File: src/rtl/sdr_ref_pkg.sv
package sdr_ref_pkg;
  typedef enum logic [1:0] {
    ST_RUN   = 2'd0,
    ST_GAP   = 2'd1,
    ST_BURST = 2'd2,
    ST_SELF  = 2'd3
  } seq_state_t;

  // {ras_n, cas_n, we_n}
  localparam logic [2:0] CMD_NOP = 3'b111;
  localparam logic [2:0] CMD_REF = 3'b001;
endpackage

File: src/rtl/ref_interval.sv
module ref_interval #(
  parameter int PERIOD = 1953
) (
  input  logic clk,
  input  logic rst,
  output logic tick
);
  localparam int W = (PERIOD > 1) ? $clog2(PERIOD) : 1;

  logic [W-1:0] cnt_q;
  logic         last;

  assign last = (cnt_q == W'(PERIOD - 1));
  assign tick = last;

  always_ff @(posedge clk) begin
    if (rst)       cnt_q <= '0;
    else if (last) cnt_q <= '0;
    else           cnt_q <= cnt_q + 1'b1;
  end
endmodule

File: src/rtl/ref_downcnt.sv
module ref_downcnt #(
  parameter int W = 4
) (
  input  logic         clk,
  input  logic         rst,
  input  logic         load,
  input  logic [W-1:0] load_val,
  input  logic         dec,
  output logic         zero
);
  logic [W-1:0] cnt_q;

  assign zero = (cnt_q == '0);

  always_ff @(posedge clk) begin
    if (rst)                  cnt_q <= '0;
    else if (load)            cnt_q <= load_val;
    else if (dec && !zero)    cnt_q <= cnt_q - 1'b1;
  end
endmodule

File: src/rtl/sdr_refresh_seq.sv
module sdr_refresh_seq
  import sdr_ref_pkg::*;
#(
  parameter int CLK_KHZ       = 125000,
  parameter int REF_WINDOW_MS = 64,
  parameter int REF_ROWS      = 4096,
  parameter int T_RC          = 8,
  parameter int T_RP          = 3,
  parameter int T_XSR         = 10,
  parameter int PEND_MAX      = 8
) (
  input  logic clk,
  input  logic rst,
  input  logic banks_idle,
  input  logic grant,
  input  logic sr_req,
  input  logic sr_exit,
  output logic ref_req,
  output logic busy,
  output logic cke,
  output logic ras_n,
  output logic cas_n,
  output logic we_n
);
  localparam int REFI_CYC = CLK_KHZ * REF_WINDOW_MS / REF_ROWS;
  localparam int GAP      = (T_RC > T_RP) ? T_RC : T_RP;
  localparam int TMAX     = (GAP > T_XSR) ? GAP : T_XSR;
  localparam int GW       = $clog2(TMAX + 1);
  localparam int BW       = $clog2(REF_ROWS + 1);
  localparam int PW       = $clog2(PEND_MAX + 1);

  seq_state_t st_q, st_n;
  logic [PW-1:0] pend_q, pend_n;
  logic [PW:0]   pend_sum;
  logic          post_q, post_n;
  logic [2:0]    cmd_q, cmd_n;
  logic          cke_q, cke_n;
  logic          busy_q, req_q;
  logic          tick, pend_dec;
  logic          gap_load, gap_dec, gap_zero;
  logic [GW-1:0] gap_val;
  logic          left_load, left_dec, left_zero;
  logic [BW-1:0] left_val;

  ref_interval #(.PERIOD(REFI_CYC)) u_interval (
    .clk (clk), .rst (rst), .tick (tick)
  );

  ref_downcnt #(.W(GW)) u_gap (
    .clk (clk), .rst (rst), .load (gap_load), .load_val (gap_val),
    .dec (gap_dec), .zero (gap_zero)
  );

  ref_downcnt #(.W(BW)) u_left (
    .clk (clk), .rst (rst), .load (left_load), .load_val (left_val),
    .dec (left_dec), .zero (left_zero)
  );

  always_comb begin
    st_n      = st_q;
    post_n    = post_q;
    cmd_n     = CMD_NOP;
    cke_n     = cke_q;
    gap_load  = 1'b0;
    gap_val   = GW'(GAP - 1);
    gap_dec   = 1'b0;
    left_load = 1'b0;
    left_val  = BW'(REF_ROWS - 1);
    left_dec  = 1'b0;
    pend_dec  = 1'b0;
    case (st_q)
      ST_RUN: begin
        cke_n = 1'b1;
        if (grant && banks_idle && (sr_req || pend_q != '0)) begin
          cmd_n    = CMD_REF;
          gap_load = 1'b1;
          if (sr_req) begin
            st_n      = ST_BURST;
            post_n    = 1'b0;
            left_load = 1'b1;
          end else begin
            st_n     = ST_GAP;
            pend_dec = 1'b1;
          end
        end
      end
      ST_GAP: begin
        if (gap_zero) st_n = ST_RUN;
        else          gap_dec = 1'b1;
      end
      ST_BURST: begin
        if (!gap_zero) begin
          gap_dec = 1'b1;
        end else if (!left_zero) begin
          cmd_n    = CMD_REF;
          left_dec = 1'b1;
          gap_load = 1'b1;
        end else if (!post_q) begin
          cmd_n = CMD_REF;
          cke_n = 1'b0;
          st_n  = ST_SELF;
        end else begin
          st_n = ST_RUN;
        end
      end
      ST_SELF: begin
        cke_n = 1'b0;
        if (sr_exit) begin
          cke_n     = 1'b1;
          gap_load  = 1'b1;
          gap_val   = GW'(T_XSR - 1);
          left_load = 1'b1;
          left_val  = BW'(REF_ROWS);
          post_n    = 1'b1;
          st_n      = ST_BURST;
        end
      end
      default: st_n = ST_RUN;
    endcase
  end

  always_comb begin
    pend_sum = {1'b0, pend_q} + (PW+1)'(tick) - (PW+1)'(pend_dec);
    if (st_q == ST_BURST || st_q == ST_SELF) pend_n = '0;
    else if (pend_sum > (PW+1)'(PEND_MAX))   pend_n = PW'(PEND_MAX);
    else                                     pend_n = pend_sum[PW-1:0];
  end

  always_ff @(posedge clk) begin
    if (rst) begin
      st_q   <= ST_RUN;
      pend_q <= '0;
      post_q <= 1'b0;
      cmd_q  <= CMD_NOP;
      cke_q  <= 1'b1;
      busy_q <= 1'b0;
      req_q  <= 1'b0;
    end else begin
      st_q   <= st_n;
      pend_q <= pend_n;
      post_q <= post_n;
      cmd_q  <= cmd_n;
      cke_q  <= cke_n;
      busy_q <= (st_n != ST_RUN);
      req_q  <= (st_n == ST_RUN) && (sr_req || pend_n != '0);
    end
  end

  assign ras_n   = cmd_q[2];
  assign cas_n   = cmd_q[1];
  assign we_n    = cmd_q[0];
  assign cke     = cke_q;
  assign busy    = busy_q;
  assign ref_req = req_q;
endmodule

File: config.mk
export PLATFORM = sky130hd
export DESIGN_NAME = sdr_refresh_seq
export DESIGN_NICKNAME = d
export VERILOG_FILES = /design/src/rtl/sdr_ref_pkg.sv /design/src/rtl/ref_interval.sv /design/src/rtl/ref_downcnt.sv /design/src/rtl/sdr_refresh_seq.sv
export SDC_FILE = /design/constraint.sdc
export NUM_CORES = 1
export LEC_CHECK = 0
export BUFFER_PORTS_ARGS = -buffer_cell sky130_fd_sc_hd__buf_2
export CAP_MARGIN = 10
export CORE_MARGIN = 3
export CORE_UTILIZATION = 60
export DETAILED_ROUTE_END_ITERATION = 8
export PLACE_DENSITY_LB_ADDON = 0.08
export SETUP_SLACK_MARGIN = 0.05
export SYNTH_ARGS = -nofsm -noshare
export SYNTH_HDL_FRONTEND = slang
export SYNTH_SLANG_ARGS = --single-unit
File: constraint.sdc
create_clock -name clk -period 3.23 [get_ports clk]
set_clock_uncertainty 0.05 [all_clocks]
set_input_delay 0.4845 -clock clk [delete_from_list [all_inputs] [get_ports clk]]
set_output_delay 0.4845 -clock clk [all_outputs]
set_load 0.05 [all_outputs]
==> results.json <==
{
  "status": "complete, no violations",
  "clock-sinks": 39,
  "synthFlopType": "dfxtp_1",
  "diodes": 0,
  "finalCritPeriodShare_pct": 90.97,
  "fin_util_pct": 70.86,
  "async_flop_share_pct": 0,
  "ys_warn_count": 0,
  "synth.distinct_cells": 58,
  "rows": 21,
  "dieHeight_um": 67.51,
  "drtAntennaViolNets": 0,
  "post-synth-top-count-cell": "dfxtp_1",
  "clock_latency_ns": 0.29,
  "dr.pass1.iters": 5,
  "synth_compound_area_share_pct": 16.48,
  "worst_slack_ns": 0.2917,
  "worstHoldStart": "u_interval.cnt_q[0]",
  "avgSynthCellArea_um2": 8.533,
  "die_w_um": 67.51,
  "post-synth-top-area-cell": "dfxtp_1",
  "cts_buffers": 5,
  "synthTopCellsByArea": "dfxtp_1, ha_1, a21oi_1",
  "drc": 0,
  "reg2reg_to": "ref_req",
  "track_usage_pct": 23.57,
  "whs_path_depth": 1,
  "clk_pin_slew_ns": 0.08,
  "nNetsFinal": 301,
  "io_pins": 12,
  "rr_worst_depth": 13,
  "synth-seq-area-share_pct": 34.40,
  "maxSlewViolCount": 0,
  "grt-ovfl-total": 0,
  "tns_ns": 0,
  "synth_adder_area_share_pct": 9.702,
  "synth_area_um2": 2270,
  "synth_nets": 289,
  "grt_pass1_wl_um": 8204,
  "cts_buffer_depth": 2,
  "drive_above_1_share_pct": 10.39,
  "reg2reg_slack_ns": 0.29,
  "synth-xor-area-share_pct": 7.718,
  "core_area_um2": 3495,
  "min_to": "u_interval.cnt_q[0]",
  "final-setup-viol-count": 0,
  "wire_per_inst_um": 14.39,
  "required_ns": 3.37,
  "synth_top_family_by_area": "simple AND/OR/NAND/NOR gates",
  "routed_wl_um": 4678,
  "worstSetupStartpoint": "pend_q[3]",
  "gp_congestion": 0.8335,
  "dp_slack_ns": 0.2147,
  "crit_arrival_ns": 3.08,
  "critPathMaxFanout": 3,
  "synth_top_area_share_pct": 34.40,
  "antenna_found_initial": 0,
  "hold_path_class": "register to register",
  "drv_cap": 0,
  "finalHoldViolations": 0,
  "grt_start_max_net_pins": 15,
  "vdd_drop_max_mv": 0.6042,
  "min_period_ns": 2.938,
  "area_growth_syn_to_layout_pct": 9.096,
  "die_area_um2": 4557,
  "r2r_start": "pend_q[3]",
  "yosys_register_bits": 39,
  "cts_tree": "built",
  "synth_edf_count": 0,
  "port_buffers": 10,
  "htreeDepth": 2,
  "drt-initial-drc-count": 145,
  "power_density_nw_per_um2": 979.0,
  "worstSetupPathType": "register to register",
  "start_kind": "register",
  "muxShareOfSynthArea_pct": 0.8820,
  "avgViaCountPerCell": 5.886,
  "synthSimpleGateAreaFrac_pct": 25.08,
  "max_freq_mhz": 340.3,
  "num_vias": 1913,
  "power_leakage_nw": 0.9480,
  "cts-root-buf": "clkbuf_8",
  "start_util_pct": 64.95,
  "grt_pass1_vias": 1778,
  "synthCells": 266,
  "synthTopCellsByCount": "dfxtp_1, a21oi_1, nor2_1, inv_1, ha_1",
  "crit_path_end_kind": "register",
  "rsz0062_at_grt": "no",
  "dpl.hpwl_um": 3278
}
registers in the layout, indices dropped and copies added, names as in the netlist:
| name | count |
|---|---|
| cke | 1 |
| ref_req | 1 |
| cmd_q | 1 |
| u_interval.cnt_q | 11 |
| st_q | 2 |
| u_left.cnt_q | 13 |
| u_gap.cnt_q | 4 |
| busy | 1 |
| post_q | 1 |
| pend_q | 4 |
repair_timing:
item                                    in CTS  in global routing
hold buffers                                 0                  0
hold endpoints to repair                     0                  0
gates resized for setup                      0                  1
setup buffers                                0                  0
endpoints found under the setup margin       0                  4
how the worst max path moves through the flow:
| stage | endpoint | depth (start not counted) |
|---|---|---|
| 2_1_floorplan | ref_req | 14 |
| 3_3_place_gp | ref_req | 14 |
| 3_5_place_dp | ref_req | 14 |
| 4_1_cts | ref_req | 14 |
| 5_1_grt | ref_req | 13 |
| 6_report | ref_req | 13 |
area by class of cell:
cell class | instances | area (um^2)
clock inverter | 3 | 67.56
timing repair buffer | 10 | 50.05
inverter | 22 | 82.58
tap | 46 | 57.56
sequential | 39 | 780.7
fill | 268 | 1018
multi-input combinational | 200 | 1369
clock buffer | 5 | 68.82
logic make-up (layout without fill, tap and decap cells):
family                     count (synthesis)  after routing
AOI/OAI and AO/OA                         61             61
other                                      1              1
xor gates and xnor gates                  20             20
DFF                                       39             39
adders and majority gates                 17             17
buffers and inverters                     27             40
and+or+nand+nor                           99             99
muxes                                      2              2
metal layers:
layer | up-vias | wire (um) | global-route usage [%]
met3 | 6 | 237 | 4.659
li1 | 980 | - | -
met5 | - | 0 | 0
met4 | 0 | 44 | 6.076
met2 | 55 | 2049 | 35.97
met1 | 872 | 2346 | 33.74
per-stage QoR:
step | hold WS, ns | area [um^2] | instances | total power [mW]
finish | 0.4392 | 2476 | 325 | 2.424
global route | 0.4744 | 2476 | 325 | 2.618
CTS | 0.4388 | 2470 | 325 | 2.417
detailed placement | 0.4196 | 2333 | 317 | 1.914
global placement | 0.4129 | 2333 | 317 | 1.896
floorplan | 0.3918 | 2270 | 266 | 1.708
critical path, stage by stage (launching register included):
cell and delay, ns:
dfxtp_1 0.30, inv_1 0.10, ha_1 0.18, nor3b_1 0.35
nor3_1 0.10, ha_1 0.29, inv_1 0.04, ha_1 0.20
fa_1 0.41, a21oi_1 0.14, o21bai_1 0.08, xnor2_1 0.23
a311oi_1 0.13, o2111a_1 0.24
report_power, final:
part	switching, mW	total [mW]	internal [mW]
registers	0.103	0.702	0.598
clock network	0.179	0.487	0.308
logic	0.760	1.24	0.475
cell usage in the layout, fill, tap and decap left out, types with 2 or more instances in the layout:
cell type and n:
bufinv_16 2, inv_1 22, a211oi_1 2, dfxtp_1 39, xor2_1 12, a21oi_1 27, nor3b_1 2, and3_1 3
or3_1 2, nand3_1 11, ha_1 16, nor2_1 23, a31oi_1 2, nand2b_1 2, nor4b_1 2, nand2_1 13
a21o_1 3, nand4_1 8, nor3_1 8, xnor2_1 8, or4_1 2, nor4_1 2, clkbuf_8 5, nor2b_1 2
buf_2 10, or2_2 3, o211ai_1 4, nand4b_1 3, o21ai_0 10, mux2i_1 2
No activity file was read; power rests on OpenSTA's default activity.
